### src/rtl/jdr_pkg.sv
package jdr_pkg;
  typedef enum logic [1:0] {
    SEL_BYP = 2'd0,
    SEL_BSC = 2'd1,
    SEL_RST = 2'd2
  } dr_sel_e;
endpackage

### src/rtl/jdr_ir_decode.sv
module jdr_ir_decode #(
  parameter int unsigned IR_W = 4,
  parameter logic [IR_W-1:0] CODE_BSC = 4'h2,
  parameter logic [IR_W-1:0] CODE_RST = 4'hC,
  parameter logic [IR_W-1:0] CODE_BYP = 4'hF
) (
  input  logic                  tck,
  input  logic                  rst_n,
  input  logic                  tlr,
  input  logic                  ir_upd,
  input  logic [IR_W-1:0]       ir_code,
  output logic [IR_W-1:0]       instr_q,
  output jdr_pkg::dr_sel_e      sel
);
  // instruction register: test-logic-reset wins over a new load
  always_ff @(posedge tck or negedge rst_n) begin
    if (!rst_n)       instr_q <= CODE_BYP;
    else if (tlr)     instr_q <= CODE_BYP;
    else if (ir_upd)  instr_q <= ir_code;
  end

  // decode; every unknown code falls back to bypass
  always_comb begin
    if (instr_q == CODE_BSC)      sel = jdr_pkg::SEL_BSC;
    else if (instr_q == CODE_RST) sel = jdr_pkg::SEL_RST;
    else                          sel = jdr_pkg::SEL_BYP;
  end
endmodule

### src/rtl/jdr_bscan_chain.sv
module jdr_bscan_chain #(
  parameter int unsigned N_PINS = 8
) (
  input  logic              tck,
  input  logic              rst_n,
  input  logic              cap_en,
  input  logic              shf_en,
  input  logic              upd_en,
  input  logic              tdi,
  input  logic [N_PINS-1:0] pin_in,
  output logic              so,
  output logic [N_PINS-1:0] latch_out
);
  logic [N_PINS-1:0] cell_q;

  // per-cell capture/shift stage; the serial input enters at the top cell
  for (genvar g = 0; g < N_PINS; g++) begin : g_cell
    logic shift_src;
    if (g == N_PINS - 1) begin : g_top
      assign shift_src = tdi;
    end else begin : g_mid
      assign shift_src = cell_q[g+1];
    end

    always_ff @(posedge tck or negedge rst_n) begin
      if (!rst_n)      cell_q[g] <= 1'b0;
      else if (cap_en) cell_q[g] <= pin_in[g];
      else if (shf_en) cell_q[g] <= shift_src;
    end

    // update latch: held output, kept away from the pins
    always_ff @(posedge tck or negedge rst_n) begin
      if (!rst_n)      latch_out[g] <= 1'b0;
      else if (upd_en) latch_out[g] <= cell_q[g];
    end
  end

  assign so = cell_q[0];
endmodule

### src/rtl/jdr_onebit.sv
module jdr_onebit (
  input  logic tck,
  input  logic rst_n,
  input  logic clr,
  input  logic cap_en,
  input  logic shf_en,
  input  logic tdi,
  output logic q
);
  // capture loads a fixed zero; clear has top priority
  always_ff @(posedge tck or negedge rst_n) begin
    if (!rst_n)      q <= 1'b0;
    else if (clr)    q <= 1'b0;
    else if (cap_en) q <= 1'b0;
    else if (shf_en) q <= tdi;
  end
endmodule

### src/rtl/jtag_dr_select.sv
module jtag_dr_select #(
  parameter int unsigned N_PINS = 8,
  parameter int unsigned IR_W   = 4,
  parameter logic [IR_W-1:0] CODE_BSC = 4'h2,
  parameter logic [IR_W-1:0] CODE_RST = 4'hC,
  parameter logic [IR_W-1:0] CODE_BYP = 4'hF
) (
  input  logic              tck,
  input  logic              rst_n,
  input  logic              tlr,
  input  logic              ir_upd,
  input  logic [IR_W-1:0]   ir_code,
  input  logic              cap_dr,
  input  logic              shf_dr,
  input  logic              upd_dr,
  input  logic              tdi,
  input  logic [N_PINS-1:0] pin_in,
  output logic              tdo,
  output logic [N_PINS-1:0] latch_out,
  output logic              core_rst_req
);
  import jdr_pkg::*;

  logic [IR_W-1:0] cur_instr;
  dr_sel_e         sel;
  logic            live;
  logic            bsc_so, rst_q, byp_q;

  jdr_ir_decode #(
    .IR_W(IR_W), .CODE_BSC(CODE_BSC), .CODE_RST(CODE_RST), .CODE_BYP(CODE_BYP)
  ) u_dec (
    .tck(tck), .rst_n(rst_n), .tlr(tlr), .ir_upd(ir_upd), .ir_code(ir_code),
    .instr_q(cur_instr), .sel(sel)
  );

  // DR strobes are ignored during test-logic-reset
  assign live = !tlr;

  jdr_bscan_chain #(.N_PINS(N_PINS)) u_bsc (
    .tck(tck), .rst_n(rst_n),
    .cap_en(live && cap_dr && sel == SEL_BSC),
    .shf_en(live && shf_dr && sel == SEL_BSC),
    .upd_en(live && upd_dr && sel == SEL_BSC),
    .tdi(tdi), .pin_in(pin_in), .so(bsc_so), .latch_out(latch_out)
  );

  // reset register: shift only, cleared by test-logic-reset, no update latch
  jdr_onebit u_rst (
    .tck(tck), .rst_n(rst_n), .clr(tlr), .cap_en(1'b0),
    .shf_en(live && shf_dr && sel == SEL_RST),
    .tdi(tdi), .q(rst_q)
  );

  jdr_onebit u_byp (
    .tck(tck), .rst_n(rst_n), .clr(1'b0),
    .cap_en(live && cap_dr && sel == SEL_BYP),
    .shf_en(live && shf_dr && sel == SEL_BYP),
    .tdi(tdi), .q(byp_q)
  );

  always_comb begin
    unique case (sel)
      SEL_BSC: tdo = bsc_so;
      SEL_RST: tdo = rst_q;
      default: tdo = byp_q;
    endcase
  end

  assign core_rst_req = rst_q;
endmodule

### config.mk
export PLATFORM = sky130hd
export DESIGN_NAME = jtag_dr_select
export DESIGN_NICKNAME = d
export VERILOG_FILES = /design/src/rtl/jdr_pkg.sv /design/src/rtl/jdr_ir_decode.sv /design/src/rtl/jdr_bscan_chain.sv /design/src/rtl/jdr_onebit.sv /design/src/rtl/jtag_dr_select.sv
export SDC_FILE = /design/constraint.sdc
export NUM_CORES = 1
export LEC_CHECK = 0
export ABC_CLOCK_PERIOD_IN_PS = 2700
export CAP_MARGIN = 10
export CORE_MARGIN = 4
export CORE_UTILIZATION = 25
export CTS_CLUSTER_SIZE = 24
export DETAILED_ROUTE_END_ITERATION = 8
export DONT_BUFFER_PORTS = 1
export GPL_ROUTABILITY_DRIVEN = 0
export SETUP_SLACK_MARGIN = 0.15
export SYNTH_ARGS = -nofsm -noshare
export SYNTH_HDL_FRONTEND = slang
export SYNTH_SLANG_ARGS = --single-unit
### constraint.sdc
create_clock -name tck -period 2.7 [get_ports tck]
set_input_delay 0.135 -clock tck [delete_from_list [all_inputs] [get_ports tck]]
set_output_delay 0.135 -clock tck [all_outputs]
set_load 0.01 [all_outputs]
# --- Yosys cells after proc, flatten, opt, wreduce, memory -nomap -nowiden ---
# Index checks and enable logic that the tools add are counted.
word_totals:
  inputBits: 20
  word_cells: 63
  regBits: 22
  out_inout_bits: 10
classes:
  n_mux: 25
  reduce_logical: 15
  eq_ne: 4
op_table:
  columns: ["cell", "count"]
  rows:
  - ["two-way mux 1 bit", 20]
  - ["logical AND 1 bit", 9]
  - ["two-way mux 4 bit", 2]
  - ["nonzero test 2 bit", 4]
  - ["equality test 4 x 2 -> 1 bit (second input constant)", 1]
  - ["equality test 4 bit (second input constant)", 1]
  - ["two-way mux 2 bit", 2]
  - ["equality test 2 x 1 -> 1 bit (second input constant)", 1]
  - ["equality test 2 bit (second input constant)", 1]
  - ["zero test 2 bit", 1]
  - ["one-hot mux 1 bit (2 select lines)", 1]
  - ["zero test 1 bit", 1]

# --- Longest topological paths before layout ---
depth:
  depth_word: 7
  ltp_mapped: 5
  mapped_depth_nobuf: 3

# --- Hierarchy ---
# From an unflattened synthesis, not the netlist that was laid out.
unflattened:
  hier_cells: 88
  area_unflattened_um2: 1107.3
modules_own_cells:
  columns: ["module", "area_each_um2", "n_inst", "cells_per_inst"]
  rows:
  - ["jdr_bscan_chain", 704.4, 1, 51]
  - ["jdr_ir_decode", 182.7, 1, 15]
  - ["jtag_dr_select", 130.1, 1, 16]
  - ["jdr_onebit", 45.0, 2, 3]

# --- Worst setup path before layout ---
# No wires, ideal clock.
synth_timing:
  path_kind: "register to register"
  startpoint: "register u_dec.instr_q[1]"
  endpoint: "register u_bsc.cell_q[1], in the netlist u_bsc.g_cell[0].shift_src"
  required_time_ns: 2.577
  slack_ns: 1.098
  t_arrival_ns: 1.479
  stages_incl_launch_ff: 5
  period_less_slack_ns: 1.602
  path_buffers: 1
  cell_sequence: "dfstp_2 > or3b_1 > buf_6 > or3_1 > o221a_2"
synth_between:
  elab_chain_len: 6
  word_cells_on_any_way: 9
  classes_between: "3 x eq/ne; 3 x mux; 3 x reduce/logical"
synth_lines:
  columns: ["element", "line_no", "source"]
  rows:
  - ["from (decl)", "jdr_ir_decode.sv:12", "output logic [IR_W-1:0] instr_q,"]
  - ["from (signal assigned)", "jdr_ir_decode.sv:19", "else if (ir_upd) instr_q <= ir_code;"]
  - ["equality test 4 bit", "jdr_ir_decode.sv:25", "else if (instr_q == CODE_RST) sel = jdr_pkg::SEL_RST;"]
  - ["two-way mux 2 bit", "jdr_ir_decode.sv:25", null]
  - ["two-way mux 2 bit (*)", "jdr_ir_decode.sv:24", "if (instr_q == CODE_BSC) sel = jdr_pkg::SEL_BSC;"]
  - ["equality test 2 x 1 -> 1 bit (*)", "jtag_dr_select.sv:41, jtag_dr_select.sv:42", null]
  - ["logical AND 1 bit, on equally long branches", "jtag_dr_select.sv:41, jtag_dr_select.sv:42", null]
  - ["two-way mux 1 bit or nonzero test 2 bit (tied branches)", null, null]
  - ["to (signal, indexed assignment)", "jdr_bscan_chain.sv:27", "else if (cap_en) cell_q[g] <= pin_in[g];"]
  - ["to (signal, indexed assignment)", "jdr_bscan_chain.sv:28", "else if (shf_en) cell_q[g] <= shift_src;"]
  - ["to (decl)", "jdr_bscan_chain.sv:14", "logic [N_PINS-1:0] cell_q;"]
# Mark *: on every way between the ends. The rest lies on a longest branch, timed or not.
# A chain may end at the register's enable or synchronous reset.

# --- Worst setup path in the final report ---
layout_timing:
  startpoint: "register u_dec.instr_q[1]"
  endpoint: "output tdo"
layout_between:
  elab_chain_len: 5
  word_cells_on_any_way: 7
  classes_between: "4 x eq/ne; 3 x mux"
layout_lines:
  columns: ["element", "line_no", "source"]
  rows:
  - ["equality test 4 bit", "jdr_ir_decode.sv:25", null]
  - ["two-way mux 2 bit", "jdr_ir_decode.sv:25", null]
  - ["two-way mux 2 bit (*)", "jdr_ir_decode.sv:24", null]
  - ["equality test 2 bit or equality test 2 x 1 -> 1 bit (tied branches)", "jtag_dr_select.sv:62", "unique case (sel)"]
  - ["one-hot mux 1 bit (2 select lines) (*)", "jtag_dr_select.sv:62", null]
  - ["to (decl)", "jtag_dr_select.sv:18", "output logic tdo,"]
# Marked as above.

==> impl_metrics.tcl <==
set metrics [dict create \
    wl_per_cell_um 17.5 \
    place_area_um2 1210 \
    antenna_found_initial 0 \
    slew_viol_final 0 \
    finalCriticalPeriod_ns 1.93 \
    crit_required_ns 2.57 \
    clk_path_buf_depth 2 \
    cts_max_level 1 \
    initial_utilization_pct 26.5 \
    worst_slack_ns 0.765 \
    cts_tree "done" \
    reg2reg_from "u_dec.instr_q[1]" \
    synthCells 108 \
    grt_pass1_wl_um 4710 \
    max_freq_mhz 517 \
    numPortBuffers 0 \
    cts.clk_slew.worst_paths_ns 0.09 \
    power_density_nw_per_um2 537 \
    dp_hpwl_um 2060 \
    drive_gt1_share_pct 23.9 \
    slowest_stage "dfstp_2" \
    syn_area_um2 1180 \
    cts_resized 0 \
    postCtsSetupBuffers 0 \
    synth_cell_types 32 \
    gr-usage-all-layers_pct 10.1 \
    area_delta_synth_final_pct 15.3 \
    whs_path_depth 2 \
    period_share_pct 71.7 \
    skew_ns 0.00786 \
    diodes 0 \
    fin_setup_tns_ns 0 \
    ant_nets 0 \
    cp.arrival_ns 1.80 \
    dp_cells 153 \
    cap_violations 0 \
    relSlewSlack_pct 34.3 \
    rsz0062_at_grt "no" \
    dieHeight_um 76.6 \
    io_pins 30 \
    worstPathCellList "nor3b_4 > a22oi_1 > o22ai_1" \
    grt_max_degree 23 \
    hold_path.class "input port to flop" \
    fillCellCount 465 \
    fp-row-count 24 \
    die_area_um2 5870 \
    synth.avg_cell_area_um2 10.9 \
    cts_root_buffer "clkbuf_8" \
    timing.rr.end "u_bsc.g_cell[4].shift_src" \
    grt.overflow.total 0 \
    cts_sinks 22 \
    fin_cells 165 \
    cp-end-kind "output pin" \
    leakagePower_uw 0.000560 \
    tightest_slew_ns 0.982 \
    fin_area_um2 1360 \
    synth_seq_area_share_pct 47.2 \
    critical_path_class "flop to output pin" \
    hold_start "tlr" \
    final_hold_viol_count 0 \
    wirelength_um 2890 \
    drtIter0Drc 101 \
    path_max_fanout 10 \
    clkLatencyLatePin_ns 0.27 \
    fin_nets 134 \
    core_area_um2 4440 \
    place_ws_ns 0.978 \
    fp.dieW_um 76.6 \
    cpPeakStageDelay_ns 0.57 \
    synth_warnings 0 \
    hold_path_end "u_bsc.so" \
    status "completed" \
    reg2reg_depth 3 \
    critPathLaunchType "flop" \
    viasPerCell 5.50 \
    dr.pass1.iters 4 \
    syn_nets 128 \
    numCtsBuffers 3 \
    yosys_register_bits 22 \
    r2r_slack_ns 0.96 \
    vdd_drop_max_uv 194 \
    drc_errors 0 \
    grt_pass1_vias 889 \
    finalSetupViolCount 0 \
    num_vias 907 \
]
worst max-delay path: cells and delay by family, from the launching register on:
family / cells / cell delay, ns
simple gates: 1 / 0.47
flops: 1 / 0.57
compound gates: 2 / 0.49
layer usage:
| metal | vias to the layer above | GRT usage, % | wire length [µm] |
|---|---|---|---|
| met4 | 0 | 3.26 | 21 |
| met3 | 4 | 3.07 | 136 |
| li1 | 417 | - | - |
| met5 | - | 0 | 0 |
| met1 | 466 | 12.9 | 1260 |
| met2 | 20 | 16.1 | 1470 |
layout make-up:
cell class                      instances  area, µm²  area share (%)
Multi-Input combinational cell         78        582            42.9
Sequential cell                        22        556            40.9
Timing Repair Buffer                    8       80.1            5.90
Tap cell                               52       65.1            4.79
Clock buffer                            3       41.3            3.04
Clock inverter                          1       30.0            2.21
Inverter                                1       3.75           0.276
Yosys cell counts, drive strengths merged:
cell type | number | area (µm²)
a211o | 4 | 35.0
a21oi | 2 | 10.0
a22oi | 2 | 15.0
a31oi | 7 | 43.8
and3b | 1 | 8.76
buf | 3 | 21.3
clkbuf | 4 | 15.0
dfrtp | 18 | 450
dfstp | 4 | 105
inv | 1 | 3.75
mux2 | 8 | 90.1
nand2 | 2 | 7.51
nand2b | 1 | 6.26
nand3 | 1 | 17.5
nand3b | 1 | 7.51
nand4b | 1 | 8.76
nor2 | 16 | 60.1
nor2b | 6 | 37.5
nor3 | 1 | 16.3
nor3b | 1 | 18.8
nor4 | 1 | 6.26
nor4b | 1 | 8.76
nor4bb | 1 | 10.0
o21ai | 2 | 10.0
o221a | 7 | 78.8
o22ai | 1 | 6.26
o32ai | 1 | 8.76
o41ai | 1 | 8.76
or3 | 7 | 43.8
or3b | 2 | 17.5
metrics by stage:
step / power, µW / util, % / hold WS (ns)
floorplan: 407 / - / -0.161
global placement: 407 / 27.1 / -0.160
detailed placement: 409 / 27.1 / -0.160
CTS: 737 / 30.1 / 0.000605
global route: 768 / 30.5 / 0.0185
finish: 729 / 30.5 / 0.0170
worst max-delay path by stage:
| stage | from | end | slack (ns) | depth (start not counted) |
|---|---|---|---|---|
| global placement | u_dec.instr_q[1] | u_bsc.g_cell[4].shift_src | 1.02 | 3 |
| floorplan | u_dec.instr_q[1] | u_bsc.g_cell[0].shift_src | 1.10 | 4 |
| finish | u_dec.instr_q[1] | tdo | 0.77 | 3 |
| detailed placement | u_dec.instr_q[1] | u_bsc.g_cell[0].shift_src | 0.98 | 3 |
| global route | u_dec.instr_q[1] | tdo | 0.64 | 3 |
| CTS | u_dec.instr_q[1] | tdo | 0.75 | 3 |
logic make-up (layout without fill, tap and decap cells):
logic type,Yosys count,in the layout,synth area share [%]
compound gates,27,27,18.4
buf+inv,8,13,3.40
flops,22,22,47.2
mux,8,8,7.65
simple gates,43,43,23.4
repair_timing:
item,in CTS,in global routing
hold endpoints to repair,28,3
hold buffers,6,2
setup endpoints to repair,0,0
power breakdown:
part           total (µW)  switching, µW  internal [µW]
registers             359           16.1            343
logic                61.0           29.7           31.3
clock network         309            111            198
total                 729            157            572
flip-flops by register name, indices dropped and copies added, names as in the netlist:
name	flops
u_bsc.latch_out	8
u_rst.q	1
u_byp.q	1
u_bsc.so	1
u_bsc.g_cell.shift_src	7
u_dec.instr_q	4
layout by cell type, fill, tap and decap left out, types with 2 or more instances in the layout:
cell and count:
dfrtp_1 18, nor2_1 16, mux2_2 8, dlygate4sd3_1 8
a31oi_1 7, or3_1 7, o221a_2 7, nor2b_1 6
a211o_1 4, dfstp_2 4, clkbuf_8 3, a22oi_1 2
a21oi_1 2, nand2_1 2, o21ai_0 2
Note: power is estimated with default switching activity, not from simulation.
